<file path="src/rtl/wbq_pkg.sv">
package wbq_pkg;
  localparam int REG_W  = 6;
  localparam int MASK_W = 2;
  localparam int PORT_W = 4;

  typedef struct packed {
    logic              vld;
    logic [REG_W-1:0]  rnum;
    logic [MASK_W-1:0] mask;
    logic [PORT_W-1:0] port;
  } wbq_ent_t;
endpackage

</file>
<file path="src/rtl/wbq_column.sv">
// One column of the write-back timetable: slot 0 is the head.
module wbq_column
  import wbq_pkg::*;
#(
  parameter int DEPTH = 8,
  localparam int LAT_W = $clog2(DEPTH + 1)
) (
  input  logic             clk,
  input  logic             rst_n,
  input  logic             flush,
  input  logic             ins_vld,
  input  logic [LAT_W-1:0] ins_lat,
  input  wbq_ent_t         ins_ent,
  input  logic [REG_W-1:0] qry_reg,
  output logic             stall,
  output wbq_ent_t         head,
  output wbq_ent_t         near,
  output logic [DEPTH-1:0] match
);

  wbq_ent_t         q   [DEPTH];
  wbq_ent_t         shf [DEPTH];
  wbq_ent_t         d   [DEPTH];
  logic [DEPTH-1:0] sel;
  logic [DEPTH-1:0] busy;
  logic [DEPTH-1:0] en;
  logic             lat_ok;
  logic             take;

  assign lat_ok = (ins_lat != '0) && (ins_lat <= LAT_W'(DEPTH));
  assign take   = ins_vld && lat_ok && !flush;

  // shifted view and per-slot register comparators
  for (genvar i = 0; i < DEPTH; i++) begin : g_slot
    if (i == DEPTH - 1) begin : g_tail
      assign shf[i] = '0;
    end else begin : g_body
      assign shf[i] = q[i+1];
    end
    assign busy[i]  = shf[i].vld;
    assign match[i] = q[i].vld && (q[i].rnum == qry_reg);
  end

  // next state: shift, then place the new entry if its slot is free
  always_comb begin
    for (int i = 0; i < DEPTH; i++) begin
      sel[i] = take && (ins_lat == LAT_W'(i + 1));
      d[i]   = shf[i];
      if (sel[i] && !busy[i]) begin
        d[i]     = ins_ent;
        d[i].vld = 1'b1;
      end
      if (flush) d[i] = '0;
      en[i] = flush || sel[i] || q[i].vld || shf[i].vld;
    end
  end

  assign stall = |(sel & busy);

  always_ff @(posedge clk or negedge rst_n) begin
    if (!rst_n) begin
      for (int i = 0; i < DEPTH; i++) q[i] <= '0;
    end else begin
      for (int i = 0; i < DEPTH; i++) begin
        if (en[i]) q[i] <= d[i];
      end
    end
  end

  assign head = q[0];
  assign near = q[1];

endmodule

</file>
<file path="src/rtl/wbq_nearest.sv">
// Lowest-index set bit of a request vector.
module wbq_nearest #(
  parameter int DEPTH = 8,
  localparam int IDX_W = $clog2(DEPTH)
) (
  input  logic [DEPTH-1:0] req,
  output logic             any,
  output logic [IDX_W-1:0] idx
);

  always_comb begin
    idx = '0;
    for (int i = DEPTH - 1; i >= 0; i--) begin
      if (req[i]) idx = IDX_W'(i);
    end
  end

  assign any = |req;

endmodule

</file>
<file path="src/rtl/wbq_sched.sv">
module wbq_sched
  import wbq_pkg::*;
#(
  parameter int DEPTH = 8,
  localparam int LAT_W = $clog2(DEPTH + 1),
  localparam int IDX_W = $clog2(DEPTH)
) (
  input  logic              clk,
  input  logic              rst_n,
  input  logic              flush,
  input  logic              ins_vld_a,
  input  logic [LAT_W-1:0]  ins_lat_a,
  input  logic [REG_W-1:0]  ins_reg_a,
  input  logic [MASK_W-1:0] ins_mask_a,
  input  logic [PORT_W-1:0] ins_port_a,
  input  logic              ins_vld_b,
  input  logic [LAT_W-1:0]  ins_lat_b,
  input  logic [REG_W-1:0]  ins_reg_b,
  input  logic [MASK_W-1:0] ins_mask_b,
  input  logic [PORT_W-1:0] ins_port_b,
  input  logic [REG_W-1:0]  qry_reg,
  output logic              stall_a,
  output logic              stall_b,
  output logic              wr_vld_a,
  output logic [REG_W-1:0]  wr_reg_a,
  output logic [MASK_W-1:0] wr_mask_a,
  output logic              wr_vld_b,
  output logic [REG_W-1:0]  wr_reg_b,
  output logic [MASK_W-1:0] wr_mask_b,
  output logic              xsel_vld_a,
  output logic [PORT_W-1:0] xsel_port_a,
  output logic              xsel_vld_b,
  output logic [PORT_W-1:0] xsel_port_b,
  output logic              qry_hit,
  output logic [IDX_W-1:0]  qry_lat
);

  wbq_ent_t         ent_a, ent_b;
  wbq_ent_t         head_a, head_b, near_a, near_b;
  logic [DEPTH-1:0] match_a, match_b;

  assign ent_a = '{vld: 1'b1, rnum: ins_reg_a, mask: ins_mask_a, port: ins_port_a};
  assign ent_b = '{vld: 1'b1, rnum: ins_reg_b, mask: ins_mask_b, port: ins_port_b};

  wbq_column #(.DEPTH(DEPTH)) u_col_a (
    .clk(clk), .rst_n(rst_n), .flush(flush),
    .ins_vld(ins_vld_a), .ins_lat(ins_lat_a), .ins_ent(ent_a),
    .qry_reg(qry_reg), .stall(stall_a),
    .head(head_a), .near(near_a), .match(match_a)
  );

  wbq_column #(.DEPTH(DEPTH)) u_col_b (
    .clk(clk), .rst_n(rst_n), .flush(flush),
    .ins_vld(ins_vld_b), .ins_lat(ins_lat_b), .ins_ent(ent_b),
    .qry_reg(qry_reg), .stall(stall_b),
    .head(head_b), .near(near_b), .match(match_b)
  );

  // slot-wise merge of both columns, nearest slot wins
  wbq_nearest #(.DEPTH(DEPTH)) u_nearest (
    .req(match_a | match_b),
    .any(qry_hit),
    .idx(qry_lat)
  );

  assign wr_vld_a    = head_a.vld;
  assign wr_reg_a    = head_a.rnum;
  assign wr_mask_a   = head_a.mask;
  assign wr_vld_b    = head_b.vld;
  assign wr_reg_b    = head_b.rnum;
  assign wr_mask_b   = head_b.mask;
  assign xsel_vld_a  = near_a.vld;
  assign xsel_port_a = near_a.port;
  assign xsel_vld_b  = near_b.vld;
  assign xsel_port_b = near_b.port;

endmodule

</file>
<file path="config.mk">
export PLATFORM = sky130hd
export DESIGN_NAME = wbq_sched
export DESIGN_NICKNAME = d
export VERILOG_FILES = /design/src/rtl/wbq_pkg.sv /design/src/rtl/wbq_column.sv /design/src/rtl/wbq_nearest.sv /design/src/rtl/wbq_sched.sv
export SDC_FILE = /design/constraint.sdc
export NUM_CORES = 1
export LEC_CHECK = 0
export ABC_AREA = 0
export BUFFER_PORTS_ARGS = -buffer_cell sky130_fd_sc_hd__buf_2
export CAP_MARGIN = 0
export CORE_MARGIN = 1.5
export CORE_UTILIZATION = 58
export CTS_CLUSTER_SIZE = 8
export DETAILED_ROUTE_END_ITERATION = 8
export HOLD_SLACK_MARGIN = 0.06
export MAX_ROUTING_LAYER = met4
export PLACE_DENSITY = 0.77
export SYNTH_ARGS = -nofsm -noshare
export SYNTH_HDL_FRONTEND = slang
export SYNTH_SLANG_ARGS = --single-unit
</file>
<file path="constraint.sdc">
create_clock -name clk -period 2.2 [get_ports clk]
set_input_delay 0.33 -clock clk [delete_from_list [all_inputs] [get_ports clk]]
set_output_delay 0.33 -clock clk [all_outputs]
set_load 0.02 [all_outputs]
</file>
# Yosys cells after proc, flatten, opt, wreduce, memory -nomap -nowiden
# Index checks and enable logic that the tools add are counted.
[word_totals]
in_bits = 43
register_bits = 200
[op_classes]
reduce_logical = 118
n_lt_le_gt_ge = 2
muxes = 40
n_bitwise = 3
n_eq_ne = 32
[op_table]
columns = ["op", "n"]
rows = [
  ["two-way mux 13 bit", 32],
  ["equality test 6 bit", 16],
  ["logical AND 1 bit", 52],
  ["logical OR 1 bit", 46],
  ["equality test 4 x 3 -> 1 bit, second input constant", 8],
  ["two-way mux 3 bit", 8],
  ["OR reduction 8 bit", 3],
  ["AND 8 x 7 -> 8 bit", 2],
  ["equality test 4 x 2 -> 1 bit, second input constant", 4],
  ["zero test 1 bit", 15],
  ["equality test 4 x 1 -> 1 bit, second input constant", 2],
  ["equality test 4 bit, second input constant", 2],
  ["less-or-equal comparator 4 bit, second input constant", 2],
  ["OR 8 bit", 1],
  ["nonzero test 4 bit", 2],
]

# Longest topological paths before layout
# Gate-level depths: netlist of the first run.
[depth]
word_depth = 11
mapped_depth = 8
depth_no_buf = 5

# By module
# From an unflattened synthesis of the first run, not the netlist that was laid out.
[unflattened]
cells_unflattened = 1154
hier_area_um2 = 11373.4
[modules_own_cells]
columns = ["mod", "instances", "cells_per_inst", "area_each_um2"]
rows = [
  ["wbq_column", 2, 566, 5619.1],
  ["wbq_nearest", 1, 13, 81.3],
  ["wbq_sched", 1, 9, 53.8],
]

# Worst setup path after synthesis of the first run
# No wires, ideal clock.
[synth_timing]
kind = "input to output"
start = "in qry_reg[4]"
end = "out qry_lat[1]"
stages = 7
t_arrival_ns = 1.840
t_required_ns = 1.870
path_slack_ns = 0.030
cell_sequence = "buf_2 buf_4 xnor2_1 nand3_1 o22ai_1 o211ai_1 a211oi_1"
[synth_between]
elab_chain_cells = 11
elab_cells_between_ends = 41
classes_between = "16 x eq/ne; 8 x mux; 1 x bitwise; 16 x reduce/logical"
[synth_lines]
columns = ["item", "line_no", "source"]
rows = [
  ["start: declaration", "wbq_sched.sv:21", "input logic [REG_W-1:0] qry_reg,"],
  ["equality test 6 bit", "wbq_column.sv:41", "assign match[i] = q[i].vld && (q[i].rnum == qry_reg);"],
  ["logical AND 1 bit", "wbq_column.sv:41", ""],
  ["OR 8 bit (*)", "wbq_sched.sv:61", ".req(match_a | match_b),"],
  ["two-way mux 3 bit (7 in a row)", "wbq_nearest.sv:14", "if (req[i]) idx = IDX_W'(i);"],
  ["two-way mux 3 bit (*)", "wbq_nearest.sv:14", ""],
  ["end: declaration", "wbq_sched.sv:35", "output logic [IDX_W-1:0] qry_lat"],
]
# Mark *: on every way between the ends. The rest lies on a longest branch, timed or not.

# Worst setup path in the final report of the first run
[layout_timing]
start = "reg u_col_b.q[9] in the netlist's numbering"
end = "out qry_lat[1]"
[layout_between]
elab_chain_cells = 11
[layout_lines]
columns = ["item", "line_no", "source"]
rows = [
  ["start: declaration", "wbq_column.sv:21", "wbq_ent_t q [DEPTH];"],
  ["start signal: indexed assignment", "wbq_column.sv:65", "if (en[i]) q[i] <= d[i];"],
  ["equality test 6 bit", "wbq_column.sv:41", ""],
  ["logical AND 1 bit", "wbq_column.sv:41", ""],
  ["OR 8 bit", "wbq_sched.sv:61", ""],
  ["two-way mux 3 bit (8 in a row)", "wbq_nearest.sv:14", ""],
]
# Every way passes these cells.

==> results of run 1 <==
-- layout make-up --
cell class                 instances  area (sq um)  area share, %
clock buffer                      18         439.2          3.551
clock inverter                    14         163.9          1.325
inverter                           2         7.507        0.06070
multi-input combinational        788          5409          43.74
sequential                       200          5009          40.50
tap                              234         292.8          2.367
timing repair buffer             150          1046          8.458
-- power groups by stage --
stage | combinational (mW) | clock (mW) | sequential (mW)
3_3_place_gp | 0.694 | 0 | 3.82
3_5_place_dp | 0.711 | 0 | 3.82
4_1_cts | 0.724 | 3.18 | 3.75
6_report | 0.731 | 3.17 | 3.75
5_1_grt | 0.799 | 3.33 | 3.75
2_1_floorplan | 0.448 | 0 | 3.81
-- worst max path at each step --
stage                      end  cells after the start
finish              qry_lat[1]                      6
floorplan           qry_lat[1]                      7
CTS                 qry_lat[1]                      6
global placement       qry_hit                      9
detailed placement     qry_hit                      9
global route        qry_lat[1]                      6
-- placed cells by master, fill, tap and decap left out, types with 6 or more instances in the layout --
cell,instances
sky130_fd_sc_hd__dfrtp_1,197
sky130_fd_sc_hd__nand2_1,179
sky130_fd_sc_hd__mux2i_1,161
sky130_fd_sc_hd__o21ai_1,126
sky130_fd_sc_hd__xnor2_1,93
sky130_fd_sc_hd__buf_2,70
sky130_fd_sc_hd__buf_4,69
sky130_fd_sc_hd__nor2_1,40
sky130_fd_sc_hd__nand3_1,31
sky130_fd_sc_hd__o21ai_0,26
sky130_fd_sc_hd__nand4_1,17
sky130_fd_sc_hd__clkbuf_16,17
sky130_fd_sc_hd__or2_1,12
sky130_fd_sc_hd__a22o_1,12
sky130_fd_sc_hd__a211oi_2,9
sky130_fd_sc_hd__nor4_2,9
sky130_fd_sc_hd__and2b_1,8
sky130_fd_sc_hd__buf_12,6
-- state kept, by name, indices dropped and copies added (netlist names) --
signal        flops
u_col_b.q        72
u_col_b.near     13
u_col_a.q        72
u_col_a.head      9
u_col_b.busy      6
u_col_b.head      9
u_col_a.busy      6
u_col_a.near     13
-- stage by stage --
stage          setup slack, ns  TNS [ns]  cell area (sq um)  util (%)  total power [mW]
2_1_floorplan          0.02978         0              10920         -             4.262
3_3_place_gp           -0.2146    -3.074              11510     61.97             4.515
3_5_place_dp           -0.2273    -6.685              11510     61.97             4.533
4_1_cts                -0.2213   -0.7655              12270     66.02             7.659
5_1_grt                -0.3476    -1.303              12370     66.56             7.879
6_report               -0.2224   -0.8733              12370     66.56             7.647
-- routing by layer --
metal / vias to the layer above / wire length (um) / track usage (%)
li1: 3880 / - / -
met2: 203 / 11660 / 43.90
met4: 0 / 232 / 6.260
met1: 3915 / 11570 / 35.59
met3: 17 / 1141 / 4.479
met5: - / 0 / -
-- tightest hold or removal path, stage by stage --
cell                      delay [ns]
sky130_fd_sc_hd__buf_2          0.16
sky130_fd_sc_hd__nand2_1        0.07
sky130_fd_sc_hd__nand2_1        0.04
-- synth_stat cells (2+ instances only) --
master / number / area share, %
sky130_fd_sc_hd__o21ai_1: 126 / 5.8
sky130_fd_sc_hd__nand2b_1: 2 / 0.11
sky130_fd_sc_hd__nor3_2: 3 / 0.27
sky130_fd_sc_hd__a211oi_2: 8 / 0.92
sky130_fd_sc_hd__nand4_1: 17 / 0.97
sky130_fd_sc_hd__xnor2_1: 96 / 7.7
sky130_fd_sc_hd__a22oi_1: 3 / 0.21
sky130_fd_sc_hd__dfrtp_1: 200 / 46
sky130_fd_sc_hd__nor4_2: 8 / 0.92
sky130_fd_sc_hd__nand3_1: 31 / 1.4
sky130_fd_sc_hd__buf_4: 40 / 2.7
sky130_fd_sc_hd__o211ai_1: 2 / 0.14
sky130_fd_sc_hd__buf_2: 29 / 1.3
sky130_fd_sc_hd__nor2_1: 40 / 1.4
sky130_fd_sc_hd__o22a_1: 5 / 0.40
sky130_fd_sc_hd__nor3_1: 2 / 0.092
sky130_fd_sc_hd__nor4_1: 7 / 0.40
sky130_fd_sc_hd__a22o_1: 12 / 0.96
sky130_fd_sc_hd__and2b_1: 8 / 0.55
sky130_fd_sc_hd__inv_1: 2 / 0.069
sky130_fd_sc_hd__o21ai_0: 26 / 1.2
sky130_fd_sc_hd__nand2_1: 180 / 6.2
sky130_fd_sc_hd__buf_6: 6 / 0.62
sky130_fd_sc_hd__o22ai_1: 7 / 0.40
sky130_fd_sc_hd__and3b_1: 5 / 0.40
sky130_fd_sc_hd__clkbuf_1: 30 / 1.0
sky130_fd_sc_hd__or2_1: 12 / 0.69
sky130_fd_sc_hd__and3_1: 5 / 0.29
sky130_fd_sc_hd__mux2i_1: 161 / 15
sky130_fd_sc_hd__nor2b_1: 3 / 0.17
-- logic make-up (layout without fill, tap and decap cells) --
kind of cell	Yosys count	after routing	synth area share (%)
AND/OR/NAND/NOR	337	337	15.37
flip-flops	200	200	45.82
AO/OA/AOI/OAI	193	193	10.26
multiplexers	162	162	14.96
buffers and inverters	109	184	5.877
XOR/XNOR	96	96	7.699
-- timing repair --
action,in CTS,in global routing
pin swaps,8,6
buffers inserted,11,3
hold endpoints to repair,64,0
hold buffers,1,0
gates resized for setup,13,14
endpoints found under the setup margin,5,29
==> run summary, run 1 <==
========================================================================================================
P&R area growth vs syn ....................................................................       13.23%
Number of global-route vias before repair .................................................        8,212
Combinational share of power ..............................................................         9.6%
Minimum hold slack ........................................................................    0.1969 ns
Average routed wire per standard cell .....................................................     17.50 um
Inserted Diodes ...........................................................................            0
Required arrival time at the worst endpoint ...............................................      1.87 ns
Hold Crit Endpoint ........................................................................ u_col_a.q[1]
Global placement routability congestion ...................................................       0.8562
Max clock buf depth .......................................................................            2
Non-filler instance count after layout ....................................................        1,406
Reg-to-Reg Start .......................................................................... u_col_a.busy[1]
Worst path arrival time ...................................................................      2.09 ns
Result of the run ......................................................................... complete, but fails checks
Global-route wire length before repair ....................................................    40,830 um
Number of sinks on the clock net ..........................................................          200
Area inside the core boundary ............................................................. 0.01858 sq mm
Slew headroom .............................................................................       15.72%
Total routed wirelength ...................................................................    24,610 um
Number of setup violations in the final report ............................................            5
VDD IR max ................................................................................  0.0003989 V
Largest fanout on the critical path .......................................................            3
Worst Hold Depth ..........................................................................            3
Number of buffers inserted by port buffering ..............................................           76
Total net switching power .................................................................     1.932 mW
Chain of cells forming the critical path .................................................. xnor2_2, nand4_1, o22ai_4, o211ai_1, a211oi_2, buf_4
Synthesized flop and latch total ..........................................................          200
Number of buffers inserted during clock tree synthesis ....................................           17
Slowest cell on the critical path ......................................................... sky130_fd_sc_hd__dfrtp_1
Launching element of the worst setup path ................................................. u_col_b.q[9]
Clock tree from TritonCTS .................................................................        built
Min Tclk post-route .......................................................................     2.422 ns
Endpoint of the lowest-slack register-to-register path .................................... u_col_a.near[11]
YS warnings ...............................................................................            0
Number of detailed-routing iterations run before antenna repair ...........................            5
Hold Fails Final Rpt ......................................................................            0
Setup repair after global routing missed its margin .......................................          yes
Via density per instance ..................................................................        5.701
Worst-Skew Late Latency ...................................................................      0.43 ns
Most instantiated flip-flop cell in the synthesis netlist ................................. sky130_fd_sc_hd__dfrtp_1
Number of H-tree branching levels .........................................................            4
Clock root buffer ......................................................................... sky130_fd_sc_hd__clkbuf_16
Number of pins exceeding their max-slew limit in the final report .........................            0
Max Fclk ..................................................................................    412.8 MHz
Instance count after placement with tap cells included ....................................        1,359
EDFF count, synth .........................................................................            0
Synthesized Nets ..........................................................................        1,140
R2R depth .................................................................................            3
Max stage delay on crit path ..............................................................      0.43 ns
Post-synthesis area per instance ..........................................................  9.956 sq um
Sum of net half-perimeters after detailed placement .......................................    18,110 um
R2R setup slack ...........................................................................      0.18 ns
Post-CTS clock slew at the launch and capture registers of the worst setup and hold paths .      0.07 ns
Die X-Extent ..............................................................................     140.2 um
Worst Hold Class .......................................................................... input port to flop
Async set-or-reset flop fraction in the synthesized netlist ...............................       100.0%
Sequential group share of total power .....................................................        49.0%
Fraction of final layout cells with drive strength greater than 1 .........................       19.54%
Top Ports .................................................................................           77
Power share of the clock group ............................................................        41.4%
Starting Density ..........................................................................       58.78%
Post-synthesis cell type count ............................................................           51
Nature of the critical path startpoint ....................................................         flop
Setup Crit Path Kind ...................................................................... flop to output port
Combined area of all synthesized cells .................................................... 0.01092 sq mm
Worst Skew ................................................................................   0.01163 ns
Number of DRC markers in iteration 0 ......................................................          519
Total global-route track usage ............................................................       26.95%
Remaining design rule violation count .....................................................            0
Cell-internal power .......................................................................     5.715 mW
Post-layout nets ..........................................................................        1,202
Die Y-Extent ..............................................................................     140.2 um
Setup ws final ............................................................................   -0.2224 ns
Ratio of total power to cell area ......................................................... 618.3 mW/mm^2
Critical path buffer and inverter count ...................................................            1
Cell leakage power ........................................................................     5.041 nW
Pin count of the biggest net entering global routing ......................................           70
Gate count of the mapped netlist ..........................................................        1,097
Share of total power consumed by net switching ............................................       25.27%
Count of fill cells added during filler insertion .........................................        1,371
Final period util .........................................................................       110.1%
Site Rows .................................................................................           50
Number of antenna violations at the first check in global routing .........................            0
Overall via count from detail_route .......................................................        8,015
Proportion of synthesized chip area in sequential cells ...................................       45.82%
Element type at the critical path end .....................................................  output port
Aggregate global routing overflow .........................................................            0
Max-capacitance violation count ...........................................................            0
Residual antenna-violating net count after detailed routing ...............................            0
Launch point of the worst hold path ....................................................... ins_port_a[1]
Transition time at the pin with the least slew margin .....................................     1.255 ns
Violations in the final reports ........................................................... setup timing
Overall die area .......................................................................... 0.01966 sq mm
Family with the most delay on the worst path .............................................. compound AO/OA/AOI/OAI gates
========================================================================================================
Power figures use the tool's default switching activity.
==> run 2, diff against run 1 <==
--- a/config.mk
+++ b/config.mk
@@ -9,12 +9,12 @@
 export BUFFER_PORTS_ARGS = -buffer_cell sky130_fd_sc_hd__buf_2
 export CAP_MARGIN = 0
 export CORE_MARGIN = 1.5
-export CORE_UTILIZATION = 58
+export CORE_UTILIZATION = 60
 export CTS_CLUSTER_SIZE = 8
 export DETAILED_ROUTE_END_ITERATION = 8
 export HOLD_SLACK_MARGIN = 0.06
 export MAX_ROUTING_LAYER = met4
-export PLACE_DENSITY = 0.77
+export PLACE_DENSITY = 0.79
 export SYNTH_ARGS = -nofsm -noshare
 export SYNTH_HDL_FRONTEND = slang
 export SYNTH_SLANG_ARGS = --single-unit
==> run summary, run 2 (synthesis gave the netlist of run 1 again) <==
========================================================================================================
Most used cells in the layout excluding fill and tap cells ................................ sky130_fd_sc_hd__dfrtp_1, sky130_fd_sc_hd__nand2_1, sky130_fd_sc_hd__mux2i_1, sky130_fd_sc_hd__o21ai_1, sky130_fd_sc_hd__xnor2_1
Aggregate global routing overflow .........................................................            0   unchanged
Number of DRC markers in iteration 0 ......................................................          546   +5.2%
Number of setup violations in the final report ............................................            5   unchanged
Worst path arrival time ...................................................................      2.07 ns   -0.02 ns
Min Tclk post-route .......................................................................     2.397 ns   -0.02523 ns
Number of buffers inserted during clock tree synthesis ....................................           17   unchanged
Overall die area .......................................................................... 0.01902 sq mm   -3.3%
Average routed wire per standard cell .....................................................     17.84 um   +1.9%
Clock tree from TritonCTS .................................................................        built
Sum of net half-perimeters after detailed placement .......................................    17,970 um   -0.74%
Max clock buf depth .......................................................................            2   unchanged
Via density per instance ..................................................................        5.766   +1.1%
Fraction of final layout cells with drive strength greater than 1 .........................       18.33%   -1.2 points
Number of antenna violations at the first check in global routing .........................            1   +1
Violations in the final reports ........................................................... setup timing
Die Y-Extent ..............................................................................     137.9 um   -1.6%
Post-layout nets ..........................................................................        1,192   -0.83%
Cell leakage power ........................................................................     4.993 nW   -0.97%
Instance count after placement with tap cells included ....................................        1,349   -0.74%
Clock root buffer ......................................................................... sky130_fd_sc_hd__clkbuf_16
Nature of the critical path startpoint ....................................................         flop
Max Fclk ..................................................................................    417.2 MHz   +1.1%
Regs by FF count .......................................................................... u_col_a.q (72), u_col_b.q (72)
Setup ws final ............................................................................   -0.1972 ns   +0.02523 ns
Number of global-route vias before repair .................................................        7,885   -4.0%
Count of fill cells added during filler insertion .........................................        1,313   -4.2%
Non-filler instance count after layout ....................................................        1,392   -1.0%
Slew headroom .............................................................................       16.23%   +0.51 points
Number of buffers inserted by port buffering ..............................................           76   unchanged
Required arrival time at the worst endpoint ...............................................      1.87 ns   about the same
Worst-Skew Late Latency ...................................................................      0.44 ns   about the same
Worst Skew ................................................................................  0.005318 ns   -0.006316 ns
Global-route wire length before repair ....................................................    40,070 um   -1.9%
Leading cell type in the layout, fill and taps excluded ................................... sky130_fd_sc_hd__dfrtp_1
Die X-Extent ..............................................................................     137.9 um   -1.6%
Transition time at the pin with the least slew margin .....................................     1.247 ns   -0.007556 ns
Element type at the critical path end .....................................................  output port
Hold Fails Final Rpt ......................................................................            0   unchanged
Remaining design rule violation count .....................................................            0   unchanged
Area inside the core boundary ............................................................. 0.01790 sq mm   -3.6%
Number of detailed-routing iterations run before antenna repair ...........................            5   unchanged
Number of sinks on the clock net ..........................................................          200   unchanged
VDD IR max ................................................................................  0.0005215 V   +31%
Cell Area, Placed ......................................................................... 0.01142 sq mm   -0.84%
Result of the run ......................................................................... complete, but fails checks
Total non-filler cell area in the finished layout ......................................... 0.01226 sq mm   -0.88%
Number of pins exceeding their max-slew limit in the final report .........................            0   unchanged
Site Rows .................................................................................           49   -2.0%
Worst Hold Class .......................................................................... input port to flop
Number of H-tree branching levels .........................................................            4   unchanged
Max-capacitance violation count ...........................................................            0   unchanged
Largest fanout on the critical path .......................................................            3   unchanged
Total global-route track usage ............................................................       27.97%   +1.0 points
Total routed wirelength ...................................................................    24,840 um   +0.93%
Setup Crit Path Kind ...................................................................... flop to output port
Setup repair after global routing missed its margin .......................................          yes
Top Ports .................................................................................           77   unchanged
Overall via count from detail_route .......................................................        8,026   +0.14%
Global placement routability congestion ...................................................       0.8521   -0.48%
Pin count of the biggest net entering global routing ......................................           69   -1.4%
Final period util .........................................................................       109.0%   -1.1 points
Starting Density ..........................................................................       61.01%   +2.2 points
P&R area growth vs syn ....................................................................       12.24%
Ratio of total power to cell area ......................................................... 649.4 mW/mm^2   +5.0%
Post-CTS clock slew at the launch and capture registers of the worst setup and hold paths .      0.07 ns   about the same
Residual antenna-violating net count after detailed routing ...............................            0   unchanged
========================================================================================================
run 2: repair_timing:
| item | CTS | global route |
|---|---|---|
| gates resized for setup | 9 | 9 |
| buffers inserted | 9 | 0 |
| hold buffers | 1 | 0 |
| pin swaps | 8 | 4 |
| endpoints found under the setup margin | 5 | 35 |
| endpoints found under the hold margin | 52 | 0 |
run 2: area by class of cell:
class	instances	area (sq um)	area share (%)
inverter	2	7.507	0.06124
tap	229	286.5	2.337
multi-input combinational	788	5360	43.73
antenna	1	2.502	0.02041
clock inverter	11	190.2	1.551
timing repair buffer	140	920.9	7.513
sequential	200	5010	40.87
clock buffer	21	480.5	3.920
run 2: per-layer routing:
metal  wire length, um  global-route usage (%)  up-vias
li1                  -                       -     3859
met1             11620                   38.15     3953
met2             11920                   43.45      187
met3               949                   4.642       27
met4               345                   8.102        0
met5                 0                       -        -
run 2: where the power goes:
part	internal, mW	switching (mW)	total [mW]
Clock	2.14	1.36	3.50
Combinational	0.250	0.460	0.710
Sequential	3.72	0.0369	3.75
run 2: final timing paths:
path,startpoint,to,slack [ns],depth (start not counted)
worst max-delay path,u_col_a.q[37],qry_hit,-0.20,7
worst min-delay path,ins_port_a[0],u_col_a.q[0],0.19,3
worst max register to register,u_col_b.busy[6],u_col_b.q[19],0.27,4
worst min register to register,u_col_a.q[67],u_col_a.q[67],0.48,2
max in group asynchronous,rst_n,u_col_b.busy[2],1.01,3
min in group asynchronous,rst_n,u_col_a.q[0],0.40,2
run 2: metrics by stage:
stage | utilization, % | hold slack [ns] | setup TNS (ns) | setup WS (ns) | power [mW]
after global routing | 68.47 | 0.2155 | -1.064 | -0.2735 | 8.212
after CTS | 68.14 | 0.1882 | -0.6685 | -0.1873 | 7.970
after floorplan | - | 0.03441 | 0 | 0.02978 | 4.262
after detailed placement | 63.78 | 0.3310 | -9.733 | -0.1939 | 4.510
after global placement | 63.78 | 0.3286 | -4.218 | -0.1423 | 4.492
final | 68.47 | 0.1937 | -0.7599 | -0.1972 | 7.961
run 2: critical path, cell delays in order, from the launching register on:
cell and delay (ns):
sky130_fd_sc_hd__dfrtp_1 0.41, sky130_fd_sc_hd__xnor2_1 0.15, sky130_fd_sc_hd__nand4_1 0.14, sky130_fd_sc_hd__o22ai_1 0.11
sky130_fd_sc_hd__nor4b_1 0.39, sky130_fd_sc_hd__buf_4 0.20, sky130_fd_sc_hd__nand2_1 0.05, sky130_fd_sc_hd__buf_2 0.16
